File: config.mk
export PLATFORM = sky130hd
export DESIGN_NAME = hstep_seq
export DESIGN_NICKNAME = d
export VERILOG_FILES = /design/src/rtl/hstep_pkg.sv /design/src/rtl/hstep_arm.sv /design/src/rtl/hstep_req.sv /design/src/rtl/hstep_seq.sv
export SDC_FILE = /design/constraint.sdc
export NUM_CORES = 1
export LEC_CHECK = 0
export ABC_AREA = 1
export BUFFER_PORTS_ARGS = -buffer_cell sky130_fd_sc_hd__buf_2
export CORE_AREA = 3 3 40 42
export CTS_CLUSTER_SIZE = 30
export DETAILED_ROUTE_END_ITERATION = 6
export DIE_AREA = 0 0 43 45
export SLEW_MARGIN = 20
export SYNTH_ARGS = -nofsm -noshare
export SYNTH_HDL_FRONTEND = slang
export SYNTH_SLANG_ARGS = --single-unit
export TNS_END_PERCENT = 5
File: constraint.sdc
create_clock -name clk -period 1.83 [get_ports clk]
set_clock_uncertainty 0.2 [all_clocks]
set_input_delay 0.0915 -clock clk [delete_from_list [all_inputs] [get_ports clk]]
set_output_delay 0.0915 -clock clk [all_outputs]
set_load 0.005 [all_outputs]
File: src/rtl/hstep_pkg.sv
package hstep_pkg;

    localparam int unsigned RSN_W = 6;

    localparam logic [RSN_W-1:0] RSN_NORMAL = 6'b011011;
    localparam logic [RSN_W-1:0] RSN_EXCL   = 6'b011111;
    localparam logic [RSN_W-1:0] RSN_NOSTEP = 6'b111011;

    typedef struct packed {
        logic pend;
        logic halted;
    } arm_st_t;

    typedef struct packed {
        logic             req;
        logic [RSN_W-1:0] rsn;
    } req_st_t;

endpackage

File: src/rtl/hstep_arm.sv
module hstep_arm
    import hstep_pkg::*;
#(
    parameter int unsigned     EL_W   = 2,
    parameter logic [EL_W-1:0] TOP_EL = '1
) (
    input  logic            clk,
    input  logic            rst_n,
    input  logic            retire_vld,
    input  logic            retire_exc,
    input  logic [EL_W-1:0] retire_tgt,
    input  logic            retire_syscall,
    input  logic            reset_exit,
    input  logic            step_en,
    input  logic            halted,
    input  logic            halt_allowed,
    input  logic            sec_inv_en,
    output logic            pend,
    output logic            restart_ev
);

    arm_st_t st_d, st_q;
    logic    active;
    logic    advance;

    assign restart_ev = st_q.halted & ~halted;

    always_comb begin
        st_d        = st_q;
        st_d.halted = halted;
        active      = step_en & ~halted;
        advance     = ~(retire_exc && (retire_tgt == TOP_EL)) | retire_syscall | sec_inv_en;
        if (restart_ev) begin
            st_d.pend = 1'b0;
        end else if (active && reset_exit) begin
            st_d.pend = 1'b1;
        end else if (active && halt_allowed && retire_vld && advance) begin
            st_d.pend = 1'b1;
        end
    end

    always_ff @(posedge clk or negedge rst_n) begin
        if (!rst_n) begin
            st_q <= '0;
        end else begin
            st_q <= st_d;
        end
    end

    assign pend = st_q.pend;

    AST_RESET_EXIT_LEGAL: assert property (@(posedge clk) disable iff (!rst_n)
        reset_exit |-> !halted);

    AST_INACTIVE_NO_SET: assert property (@(posedge clk) disable iff (!rst_n)
        (!step_en || halted) |=> !$rose(pend));

    AST_TOP_EXC_BLOCKS: assert property (@(posedge clk) disable iff (!rst_n)
        (retire_vld && retire_exc && retire_tgt == TOP_EL && !retire_syscall
         && !sec_inv_en && !reset_exit && !pend) |=> !pend);

    AST_RESTART_CLEARS: assert property (@(posedge clk) disable iff (!rst_n)
        $fell(halted) |=> !pend);

endmodule

File: src/rtl/hstep_req.sv
module hstep_req
    import hstep_pkg::*;
(
    input  logic             clk,
    input  logic             rst_n,
    input  logic             pend,
    input  logic             restart_ev,
    input  logic             halted,
    input  logic             halt_allowed,
    input  logic             not_stepped,
    input  logic             stepped_excl,
    output logic             req,
    output logic [RSN_W-1:0] reason
);

    req_st_t          st_d, st_q;
    logic [RSN_W-1:0] pick;

    always_comb begin
        if (not_stepped) begin
            pick = RSN_NOSTEP;
        end else if (stepped_excl) begin
            pick = RSN_EXCL;
        end else begin
            pick = RSN_NORMAL;
        end
    end

    always_comb begin
        st_d = st_q;
        if (halted) begin
            st_d = '0;
        end else if (!st_q.req && pend && halt_allowed && !restart_ev) begin
            st_d.req = 1'b1;
            st_d.rsn = pick;
        end
    end

    always_ff @(posedge clk or negedge rst_n) begin
        if (!rst_n) begin
            st_q <= '0;
        end else begin
            st_q <= st_d;
        end
    end

    assign req    = st_q.req;
    assign reason = st_q.rsn;

    AST_REQ_RAISE: assert property (@(posedge clk) disable iff (!rst_n)
        (pend && halt_allowed && !halted && !restart_ev && !req) |=> req);

    AST_REQ_HOLD: assert property (@(posedge clk) disable iff (!rst_n)
        (req && !halted) |=> (req && $stable(reason)));

    AST_REQ_DROP: assert property (@(posedge clk) disable iff (!rst_n)
        halted |=> !req);

    AST_REQ_NEEDS_PEND: assert property (@(posedge clk) disable iff (!rst_n)
        req |-> pend);

    AST_REASON_LEGAL: assert property (@(posedge clk) disable iff (!rst_n)
        req |-> (reason == RSN_NORMAL || reason == RSN_EXCL || reason == RSN_NOSTEP));

    AST_REASON_IDLE: assert property (@(posedge clk) disable iff (!rst_n)
        !req |-> (reason == '0));

endmodule

File: src/rtl/hstep_seq.sv
module hstep_seq
    import hstep_pkg::*;
(
    input  logic       clk,
    input  logic       rst_n,
    input  logic       retire_vld,
    input  logic       retire_exc,
    input  logic [1:0] retire_tgt,
    input  logic       retire_syscall,
    input  logic       reset_exit,
    input  logic       prev_not_stepped,
    input  logic       prev_excl,
    input  logic       step_en,
    input  logic       halted,
    input  logic       halt_allowed,
    input  logic       sec_inv_en,
    output logic       step_pend,
    output logic       halt_req,
    output logic [5:0] halt_reason
);

    logic pend_w;
    logic restart_w;

    hstep_arm #(
        .EL_W   (2),
        .TOP_EL (2'b11)
    ) u_arm (
        .clk            (clk),
        .rst_n          (rst_n),
        .retire_vld     (retire_vld),
        .retire_exc     (retire_exc),
        .retire_tgt     (retire_tgt),
        .retire_syscall (retire_syscall),
        .reset_exit     (reset_exit),
        .step_en        (step_en),
        .halted         (halted),
        .halt_allowed   (halt_allowed),
        .sec_inv_en     (sec_inv_en),
        .pend           (pend_w),
        .restart_ev     (restart_w)
    );

    hstep_req u_req (
        .clk          (clk),
        .rst_n        (rst_n),
        .pend         (pend_w),
        .restart_ev   (restart_w),
        .halted       (halted),
        .halt_allowed (halt_allowed),
        .not_stepped  (prev_not_stepped),
        .stepped_excl (prev_excl),
        .req          (halt_req),
        .reason       (halt_reason)
    );

    assign step_pend = pend_w;

endmodule

==> run metrics <==
core area=~1300 µm²; routed len/inst=between 9 and 10 µm; GRT Total Usage=7.970%; cts bufs inserted=3; crit-path cells=dlygate4sd3_1 -> buf_2 -> inv_2 -> nand3_1 -> dlygate4sd3_1 -> nand3_1 -> nand2_1 -> inv_1; post-synthesis sequential area ratio=44.25%; largest family of logic cells by synthesized area=simple AND/OR/NAND/NOR gates; Worst Path Required=between 1.5 and 2 ns; critical path peak fanout=8; Hold Vio Cnt, Final=0; TritonCTS clock tree=yes; sequential power share=around two fifths; crit path max-delay cell type=dlygate4sd3_1; Multi-input gate area=between 100 and 150 µm²; clock network power share=roughly two fifths; vias in the first global route=between 200 and 300; placed cells=69; Routed Antenna Nets=0; syn_area_per_cell=7.642 µm²; maxcap violations=0; Clock Pin Slew Worst Setup and Hold Paths=approximately 0.05 ns; peak supply drop=351.3 µV; DR iter-0 viols=4; TritonRoute pass-1 iters=4; drt total wl=a little over 700 µm; synth warn=0; fin nets=79; H-tree depth=1; Residual DRC=0; vias=312; Net Sw Power=a little under 0.09 mW; post-route setup TNS=0 ns; outcome=finished, final reports clean; Lkg Pwr=between 0.2 and 0.3 nW; Antenna diodes=0; PortBufs=21; FP Rows=13; worst path arrival time=roughly 1.7 ns; kind of critical path=primary input to register; Slew HR=between 80% and 90%; mapped cell area=~280 µm²; Core Util, Final=a little over a third; first-pass GRT wire length=between 1 and 1.5 mm; area delta synth->final=64.16%; Critical Path Sink Type=register; clock sink count=5; register bit count reported by yosys=5; worst slew pin tran=0.2423 ns; PwrDens=approximately 700 nW/µm²; Post-Layout Cell Count=79; Cell Area, Placed=376.6 µm²; Simple-Gate Fraction of Synth Area=approximately a third; Switching Fraction=approximately 27%; hpwl dp=about 550 µm; crit path launch type=primary input; hold crit path type=primary input to register; Fill cells=144; Slew Limit Fails=0; root buf cell=clkbuf_4; io pins=22; post-synthesis mux area share=0%; Comb pwr share=between 10% and 20%; routability cong.=0.6901; die area=about 1900 µm²; Netlist cell types=10; design area=464.2 µm²; met2 wirelength from detailed routing=between 300 and 400 µm; fin crit share=between 90 and 100%; Synth Area in Compound Gates=approximately 2.7%; grt ovf=0; Setup violations, final=0; crit-path max cell delay=about 0.57 ns; Die Height=about 45 µm; xor and xnor area share after synthesis=0%; dpl ws=between 0.6 and 0.7 ns; highest routed layer=met4; vias per inst=3.949; Synth Net Count=a little over 50; largest net degree at the start of global routing=9; register area=125.1 µm²; Final Critical Period=~1.7 ns; RSZ-0062 raised after global routing=no; initial antenna violation count=0; Horiz. Die Dim=about 43 µm; total power=0.3237 mW; initial core utilization=22.01%; latest clock arrival within the worst-skew pair=between 0.2 and 0.3 ns; fraction of the mapped netlist area in adder cells=0%; met3 WL=~60 µm; setup slack after layout=roughly 0.13 ns; WL met1=~260 µm; CTS max path bufs=2; Peak Freq=a little under 600 MHz; post-synthesis cell count=37; hold slack=roughly 0.027 ns; Cell Int Power=approximately 0.24 mW; layout cells sized above 1=a little over two fifths
==> registers in the layout, summed over array words and instances (netlist names) <==
register      cells
u_arm.pend        1
u_req.reason      3
u_arm.st_q        1
==> cell type report <==
| cell class | count | area share (%) |
|---|---|---|
| repair buffers | 27 | 35.58 |
| flip-flops and latches | 5 | 26.95 |
| multi-input cells | 21 | 21.83 |
| inverters | 7 | 5.660 |
| well taps | 15 | 4.043 |
| clock inverters | 1 | 1.078 |
| clock buffers | 3 | 4.852 |
==> what timing repair did <==
action,CTS,global route
hold buffers,6,0
resized for setup,0,0
hold endpoints to repair,10,0
buffers inserted,0,0
==> routing by layer <==
layer	up-vias	global-route usage (%)
li1	163	-
met3	2	3.586
met1	132	6.897
met2	15	14.67
met4	0	5.422
met5	-	0
==> logic make-up after synthesis <==
kind of cell	count (synthesis)
AO/OA/AOI/OAI	1
flip-flops	5
buffers and inverters	11
AND/OR/NAND/NOR	20
==> placed cells by master, fill, tap and decap left out <==
cell	Yosys	layout
nand3_1	7	7
nand3_2	1	1
clkinv_2	0	1
dfrtp_1	5	5
dlygate4sd3_1	0	6
buf_2	0	21
clkbuf_4	0	3
inv_1	6	6
nor2_1	3	3
nor3b_1	1	1
inv_2	1	1
nand2_1	8	8
o21a_1	1	1
==> critical path, delay by kind of cell <==
kind                   cells  cell delay, ns
buffers and inverters      5            1.39
and+or+nand+nor            3            0.22
==> synth_stat cells (all sizes together) <==
library cell / instances / area [µm²]
nor2: 3 / 11.26
buf: 4 / 30.03
nand2: 8 / 30.03
nand3: 8 / 45.04
o21a: 1 / 7.510
dfrtp: 5 / 125.1
nor3b: 1 / 7.510
inv: 7 / 26.27
==> final timing paths <==
path | start | endpoint | slack [ns] | depth (start not counted)
worst max-delay path | halted | u_arm.pend | 0.13 | 8
worst min-delay path | retire_syscall | u_arm.pend | 0.03 | 7
worst max register to register | u_req.reason[4] | u_req.reason[4] | 0.66 | 4
worst min register to register | u_req.reason[2] | u_req.reason[2] | 0.31 | 2
max in group asynchronous | rst_n | u_req.reason[2] | 0.68 | 3
min in group asynchronous | rst_n | u_req.reason[4] | 0.54 | 3
==> power by group through the flow <==
| stage | Combinational, mW | Clock [mW] | Sequential [mW] |
|---|---|---|---|
| 2_1_floorplan | 0.0291 | 0 | 0.129 |
| 3_3_place_gp | 0.0552 | 0 | 0.129 |
| 3_5_place_dp | 0.0555 | 0 | 0.129 |
| 4_1_cts | 0.0649 | 0.138 | 0.127 |
| 5_1_grt | 0.0729 | 0.140 | 0.129 |
| 6_report | 0.0641 | 0.132 | 0.127 |
(Power assumes the default switching activity.)
